===== src/rtl/rrt_pkg.sv =====
// Package rrt_pkg
// Shared command encoding and tracked mode-register state for the
// read-return latency tracker. Assumes a DDR3-style active-low command bus.
package rrt_pkg;

    typedef enum logic [2:0] {
        CMD_DES   = 3'd0,
        CMD_NOP   = 3'd1,
        CMD_READ  = 3'd2,
        CMD_MRS   = 3'd3,
        CMD_OTHER = 3'd4
    } rrt_cmd_e;

    typedef struct packed {
        logic       dll_off;
        logic [3:0] cl;
        logic [3:0] cwl;
        logic [1:0] al_code;
    } rrt_mode_t;

    localparam logic [3:0] DEF_CL       = 4'd6;
    localparam logic [3:0] DEF_CWL      = 4'd6;
    localparam logic [3:0] CL_CODE_BASE = 4'd4;
    localparam logic [3:0] CWL_CODE_BASE = 4'd5;

endpackage


===== src/rtl/rrt_cmd_decode.sv =====
// Module rrt_cmd_decode
// Classifies the sampled command pins into one command kind.
// Assumes active-low pins. A high chip select always means deselect.
module rrt_cmd_decode
    import rrt_pkg::*;
(
    input  logic     cs_n,
    input  logic     ras_n,
    input  logic     cas_n,
    input  logic     we_n,
    output rrt_cmd_e cmd
);

    // Purpose: map the four strobe pins to a command kind.
    always_comb begin
        if (cs_n)
            cmd = CMD_DES;
        else begin
            case ({ras_n, cas_n, we_n})
                3'b111:  cmd = CMD_NOP;
                3'b101:  cmd = CMD_READ;
                3'b000:  cmd = CMD_MRS;
                default: cmd = CMD_OTHER;
            endcase
        end
    end

endmodule


===== src/rtl/rrt_mode_regs.sv =====
// Module rrt_mode_regs
// Holds the latency-related mode-register fields, derives the effective
// read latency, and flags an unsupported latency while the DLL is off.
// Assumes the register field layout given in the brief.
module rrt_mode_regs
    import rrt_pkg::*;
#(
    parameter int LAT_W  = 5,
    parameter int ADDR_W = 14
) (
    input  logic              clk,
    input  logic              rst_n,
    input  logic              mrs_en,
    input  logic [1:0]        reg_sel,
    input  logic [ADDR_W-1:0] addr,
    output rrt_mode_t         mode,
    output logic [LAT_W-1:0]  latency,
    output logic              illegal_cfg
);

    logic [LAT_W-1:0] al_val;
    logic [LAT_W-1:0] cl_ext;
    logic             bad_now;

    // Purpose: capture mode-register fields on a decoded register write.
    always_ff @(posedge clk) begin
        if (!rst_n) begin
            mode.dll_off <= 1'b0;
            mode.cl      <= DEF_CL;
            mode.cwl     <= DEF_CWL;
            mode.al_code <= 2'd0;
        end else if (mrs_en) begin
            case (reg_sel)
                2'd0: mode.cl <= {1'b0, addr[6:4]} + CL_CODE_BASE;
                2'd1: begin
                    mode.dll_off <= addr[0];
                    mode.al_code <= addr[4:3];
                end
                2'd2: mode.cwl <= {1'b0, addr[5:3]} + CWL_CODE_BASE;
                default: ;
            endcase
        end
    end

    // Purpose: derive additive latency and the effective read latency.
    always_comb begin
        cl_ext = LAT_W'(mode.cl);
        case (mode.al_code)
            2'd1:    al_val = cl_ext - LAT_W'(1);
            2'd2:    al_val = cl_ext - LAT_W'(2);
            default: al_val = '0;
        endcase
        latency = al_val + cl_ext - LAT_W'(mode.dll_off);
    end

    assign bad_now = mode.dll_off && ((mode.cl != DEF_CL) || (mode.cwl != DEF_CWL));

    // Purpose: latch the sticky unsupported-configuration flag.
    always_ff @(posedge clk) begin
        if (!rst_n)
            illegal_cfg <= 1'b0;
        else if (bad_now)
            illegal_cfg <= 1'b1;
    end

    AST_CFG_STICKY: assert property (@(posedge clk) disable iff (!rst_n)
        illegal_cfg |=> illegal_cfg);
    AST_DLLOFF_BAD_CL: assert property (@(posedge clk) disable iff (!rst_n)
        (mode.dll_off && mode.cl != DEF_CL) |=> illegal_cfg);
    AST_HOLD_WITHOUT_MRS: assert property (@(posedge clk) disable iff (!rst_n)
        !mrs_en |=> $stable(mode));

endmodule


===== src/rtl/rrt_latency_pipe.sv =====
// Module rrt_latency_pipe
// Shift register that carries one marker per READ toward the output.
// It raises the first-beat pulse and a four-cycle data window.
// Assumes launches are at least four cycles apart and latency < DEPTH.
module rrt_latency_pipe #(
    parameter int DEPTH   = 22,
    parameter int LAT_W   = 5,
    parameter int WIN_LEN = 4
) (
    input  logic             clk,
    input  logic             rst_n,
    input  logic             launch,
    input  logic [LAT_W-1:0] lat,
    output logic             first_beat,
    output logic             window
);

    localparam int HIST_W = WIN_LEN - 1;

    logic [DEPTH-1:0]  stage_q;
    logic [DEPTH-1:0]  stage_d;
    logic [HIST_W-1:0] tail_q;

    // Purpose: advance all markers one stage and insert a new one at the latency slot.
    always_comb begin
        stage_d = stage_q >> 1;
        if (launch && (int'(lat) < DEPTH))
            stage_d[lat] = 1'b1;
    end

    // Purpose: register the marker chain.
    always_ff @(posedge clk) begin
        if (!rst_n)
            stage_q <= '0;
        else
            stage_q <= stage_d;
    end

    // Purpose: remember recent first beats to stretch the window.
    always_ff @(posedge clk) begin
        if (!rst_n)
            tail_q <= '0;
        else
            tail_q <= {tail_q[HIST_W-2:0], stage_q[0]};
    end

    assign first_beat = stage_q[0];
    assign window     = stage_q[0] | (|tail_q);

    AST_WINDOW_FOLLOWS: assert property (@(posedge clk) disable iff (!rst_n)
        first_beat |=> window);
    AST_SINGLE_FIRST: assert property (@(posedge clk) disable iff (!rst_n)
        first_beat |=> !first_beat);

endmodule


===== src/rtl/rd_return_tracker.sv =====
// Module rd_return_tracker
// Top level. It decodes the command bus, tracks the latency settings and
// predicts when read data returns for each READ, in DLL-on or DLL-off mode.
// Assumes a BL8 burst and commands sampled on every rising clock edge.
module rd_return_tracker
    import rrt_pkg::*;
#(
    parameter int MAX_CL = 11,
    parameter int ADDR_W = 14,
    parameter int BA_W   = 3
) (
    input  logic                         clk,
    input  logic                         rst_n,
    input  logic                         cs_n,
    input  logic                         ras_n,
    input  logic                         cas_n,
    input  logic                         we_n,
    input  logic [BA_W-1:0]              ba,
    input  logic [ADDR_W-1:0]            addr,
    output logic                         data_expected,
    output logic                         burst_first_beat,
    output logic                         dll_off,
    output logic [$clog2(2*MAX_CL)-1:0]  rd_latency,
    output logic                         illegal_cfg
);

    localparam int DEPTH = 2 * MAX_CL;
    localparam int LAT_W = $clog2(DEPTH);

    rrt_cmd_e         cmd;
    rrt_mode_t        mode;
    logic [LAT_W-1:0] lat;
    logic             launch;
    logic             mrs_en;
    logic             pins_unused;

    assign pins_unused = ^{addr[ADDR_W-1:7], ba[BA_W-1:2]};

    rrt_cmd_decode u_decode (
        .cs_n  (cs_n),
        .ras_n (ras_n),
        .cas_n (cas_n),
        .we_n  (we_n),
        .cmd   (cmd)
    );

    assign launch = (cmd == CMD_READ);
    assign mrs_en = (cmd == CMD_MRS);

    rrt_mode_regs #(
        .LAT_W  (LAT_W),
        .ADDR_W (ADDR_W)
    ) u_mode (
        .clk         (clk),
        .rst_n       (rst_n),
        .mrs_en      (mrs_en),
        .reg_sel     (ba[1:0]),
        .addr        (addr),
        .mode        (mode),
        .latency     (lat),
        .illegal_cfg (illegal_cfg)
    );

    rrt_latency_pipe #(
        .DEPTH   (DEPTH),
        .LAT_W   (LAT_W),
        .WIN_LEN (4)
    ) u_pipe (
        .clk        (clk),
        .rst_n      (rst_n),
        .launch     (launch),
        .lat        (lat),
        .first_beat (burst_first_beat),
        .window     (data_expected)
    );

    assign dll_off    = mode.dll_off;
    assign rd_latency = lat;

    AST_DES_KEEPS_MODE: assert property (@(posedge clk) disable iff (!rst_n)
        cs_n |=> $stable(rd_latency));

endmodule


===== config.mk =====
export PLATFORM = sky130hd
export DESIGN_NAME = rd_return_tracker
export DESIGN_NICKNAME = d
export VERILOG_FILES = /design/src/rtl/rrt_pkg.sv /design/src/rtl/rrt_cmd_decode.sv /design/src/rtl/rrt_mode_regs.sv /design/src/rtl/rrt_latency_pipe.sv /design/src/rtl/rd_return_tracker.sv
export SDC_FILE = /design/constraint.sdc
export NUM_CORES = 1
export LEC_CHECK = 0
export BUFFER_PORTS_ARGS = -buffer_cell sky130_fd_sc_hd__buf_4
export CORE_MARGIN = 4
export CORE_UTILIZATION = 25
export CTS_BUF_LIST = sky130_fd_sc_hd__clkbuf_8 sky130_fd_sc_hd__clkbuf_16
export DETAILED_ROUTE_END_ITERATION = 7
export GPL_ROUTABILITY_DRIVEN = 1
export PLACE_DENSITY = 0.47
export SLEW_MARGIN = 10
export SYNTH_ARGS = -nofsm -noshare
export SYNTH_HDL_FRONTEND = slang
export SYNTH_SLANG_ARGS = --single-unit

===== constraint.sdc =====
create_clock -name clk -period 7.4 [get_ports clk]
set_input_delay 1.11 -clock clk [delete_from_list [all_inputs] [get_ports clk]]
set_output_delay 1.11 -clock clk [all_outputs]
set_load 0.1 [all_outputs]

==> impl_metrics.csv <==
group,metric,value,unit
routing,drcViolationCount,0,
floorplanning,starting_density_of_the_core,0.258,
global_route,grtUsageTotal,0.0971,
power_and_ir_drop,pwr_cell_area,167,mW/mm²
place,port-buffer-count,21,
clock_tree,clock_path_buffers,2,
logic_synthesis,synthArstFlopShare,0,
floorplanning,die_width,94.4,µm
logic_synthesis,synth-edff-count,0,
logic_synthesis,dominantRegCellSynth,"sky130_fd_sc_hd__dfxtp_1",
global_route,met3_routing_resource_usage_after_global_routing,0.0295,
floorplanning,core.rowCount,31,
run,drv.max_cap_violation_count,0,
sta,max_clock_freq,193,MHz
sta,setup-violations-final,0,
power_and_ir_drop,p_leak,0.875,nW
routing,detailedRoute.firstPassIterationCount,4,
power_and_ir_drop,vdd_drop_max,83.3,µV
logic_synthesis,synth.ff_latch_count,37,
worst_setup_path,critPathKind,"register to primary output",
status,outcome,"finished, final reports clean",
logic_synthesis,synthesis.area_per_instance,9.83,µm²
clock_tree,clkSlewWorstSetupHoldPaths,0.07,ns
sta,finalClockSkew,0.00858,ns
sta,slew-limit-headroom,0.416,
routing,mean_number_of_vias_per_cell,4.47,
worst_setup_path,worst_setup_path_start_kind,"register",
clock_tree,tritoncts,"done",
worst_setup_path,worst_ep_arrival_time,4.07,ns
global_route,grt_overflow,0,
final_layout,drive_above_1_share,0.213,
worst_setup_path,crit_path_max_incr_delay,0.73,ns
routing,routed_wire_length_per_instance,12.7,µm
logic_synthesis,ys_types,47,
logic_synthesis,post_synth_inst_count,190,
worst_setup_path,timing.reg2reg.setup_slack,3.50,ns
worst_setup_path,critical_path.max_fanout,17,
sta,hold-worst-slack,0.431,ns
floorplanning,floorplan.die.height,94.4,µm
final_layout,postLayoutCellArea,0.00220,mm²
place,placed_cell_area,0.00211,mm²
place,place_congestion,0.754,
place,placedCellCount,303,
clock_tree,cts_made_buffers,5,
clock_tree,cts.sinks,37,
routing,detail_route.iter0.violations,19,
logic_synthesis,netlist.area_leader.share,0.397,
logic_synthesis,synth_seq_area_share,0.397,
worst_hold_path,holdCritPathClass,"register to register",
final_layout,diodes,0,
sta,finalCritPeriodShare,0.700,
sta,rsz0062_at_grt,"false",
clock_tree,cts-root-buf,"sky130_fd_sc_hd__clkbuf_8",
logic_synthesis,yosysTopAreaCell,"sky130_fd_sc_hd__dfxtp_1",
logic_synthesis,largest_cells_by_area_after_synthesis,"sky130_fd_sc_hd__dfxtp_1 40%, sky130_fd_sc_hd__ha_1 10%, sky130_fd_sc_hd__a32o_1 7.5%, sky130_fd_sc_hd__nand2_1 4.2%, sky130_fd_sc_hd__inv_1 3.8%",
sta,pin_slew_with_the_least_headroom_to_its_limit,0.875,ns
logic_synthesis,syn-cell-area,0.00187,mm²
global_route,antenna_found_initial,0,
clock_tree,clock_latency,0.28,ns
floorplanning,design.core.area,0.00725,mm²
sta,hold_viol,0,
place,dp.final_hpwl,2900,µm
worst_setup_path,timing.critical_path.slowest_stage_cell,"sky130_fd_sc_hd__xor2_2",
logic_synthesis,synth_nets,229,
clock_tree,cts_repair_resize_count,0,
global_route,maximum_number_of_pins_on_one_net_before_global_route_repair,38,
global_route,globalRouteMet2Util,0.164,
final_layout,syn2layout_area_growth,18.0,%
routing,via_count,1385,
global_route,grt_pass1_wl,6780,µm
logic_synthesis,synth-warning-count,0,
clock_tree,post-cts-setup-buffer-count,0,
global_route,globalRoute.busiestLayer,"met2",
floorplanning,design.portCount,32,
routing,ant_nets,0,
worst_setup_path,worst_ep_required_time,6.29,ns
routing,detail_route.wirelength,3940,µm
clock_tree,cts-htree-levels,2,
worst_setup_path,crit_path_end_kind,"primary output",
global_route,met1_usage,0.119,
power_and_ir_drop,p_total,0.369,mW
global_route,number_of_global_route_vias_before_repair,1442,
floorplanning,design.die.area,0.00892,mm²
sta,final_period_minus_worst_setup_slack,5.18,ns
clock_tree,hold_buffers,0,
sta,totalNegativeSetupSlack,0,ns
final_layout,final_cells,310,
final_layout,final_net_count,250,
sta,maxSlewViolCount,0,
worst_setup_path,path_cells,"inv_1 -> ha_1 -> nor2b_1 -> a21oi_1 -> or2_2 -> ha_1 -> inv_1 -> ha_1 -> nor2b_1 -> o21ai_0 -> nand2_1 -> xor2_2 -> inv_1 -> buf_4",
[flip-flops by register name, summed over array words and instances (netlist names)]
| register | cells |
|---|---|
| u_mode.illegal_cfg | 1 |
| u_pipe.stage_q | 22 |
| u_pipe.tail_q | 3 |
| u_mode.mode | 11 |
[worst paths after layout]
path | from | to | depth (start not counted)
max | u_mode.mode[8] | rd_latency[4] | 14
min | u_pipe.stage_q[6] | u_pipe.stage_q[5] | 2
max reg2reg | u_mode.mode[8] | u_pipe.stage_q[18] | 14
min reg2reg | u_pipe.stage_q[6] | u_pipe.stage_q[5] | 2
[power by group]
group	internal [mW]	total [mW]	switching [mW]
clock network	0.0736	0.141	0.0678
logic	0.00936	0.0274	0.0181
registers	0.200	0.200	0.000597
[cell usage after synthesis, types with 3 or more instances]
library cell	n
sky130_fd_sc_hd__a21boi_0	4
sky130_fd_sc_hd__a21oi_1	4
sky130_fd_sc_hd__a32o_1	14
sky130_fd_sc_hd__and2_1	3
sky130_fd_sc_hd__clkbuf_1	4
sky130_fd_sc_hd__dfxtp_1	37
sky130_fd_sc_hd__ha_1	15
sky130_fd_sc_hd__inv_1	19
sky130_fd_sc_hd__mux2i_1	3
sky130_fd_sc_hd__nand2_1	21
sky130_fd_sc_hd__nand3_1	4
sky130_fd_sc_hd__nor2_1	3
sky130_fd_sc_hd__nor2b_1	4
sky130_fd_sc_hd__nor4_1	3
sky130_fd_sc_hd__o21ai_0	6
sky130_fd_sc_hd__o31ai_2	3
sky130_fd_sc_hd__xor2_1	3
[layout make-up]
type / count / area (µm²)
timing repair buffer: 21 / 158
tap: 99 / 124
clock inverter: 1 / 7.51
fill: 784 / 5050
sequential: 37 / 741
inverter: 20 / 75.1
clock buffer: 6 / 82.6
multi-input combinational: 126 / 1020
[cell families after synthesis]
family | synth area share
DFF | 0.397
buffers and inverters | 0.0589
and+or+nand+nor | 0.174
adders and majority gates | 0.111
AOI/OAI and AO/OA | 0.197
muxes | 0.0221
xor gates and xnor gates | 0.0402
[critical path, delay by kind of cell (launching register included)]
kind | cells | cell delay [ns]
buffers and inverters | 4 | 0.73
xor gates and xnor gates | 1 | 0.73
and+or+nand+nor | 4 | 0.68
DFF | 1 | 0.46
AOI/OAI and AO/OA | 2 | 0.29
adders and majority gates | 3 | 0.90
[through the flow]
stage,utilization,setup slack (ns)
3_5_place_dp,0.292,2.47
6_report,0.304,2.22
4_1_cts,0.304,2.12
3_3_place_gp,0.292,2.46
2_1_floorplan,-,3.11
5_1_grt,0.304,1.81
[per-layer routing]
metal	part of all wire	vias to the layer above
met4	0.011	0
met2	0.45	18
met5	0	-
li1	-	714
met3	0.046	4
met1	0.49	649
[cell usage in the layout (no fill, tap or decap), drive strengths merged, types with 5 or more instances in the layout]
master  count
a21oi       5
a32o       14
buf        21
clkbuf      6
dfxtp      37
ha         15
inv        20
nand2      22
o21ai       6
o31ai       5
xor2        5
No activity file was read; power rests on OpenSTA's default activity.
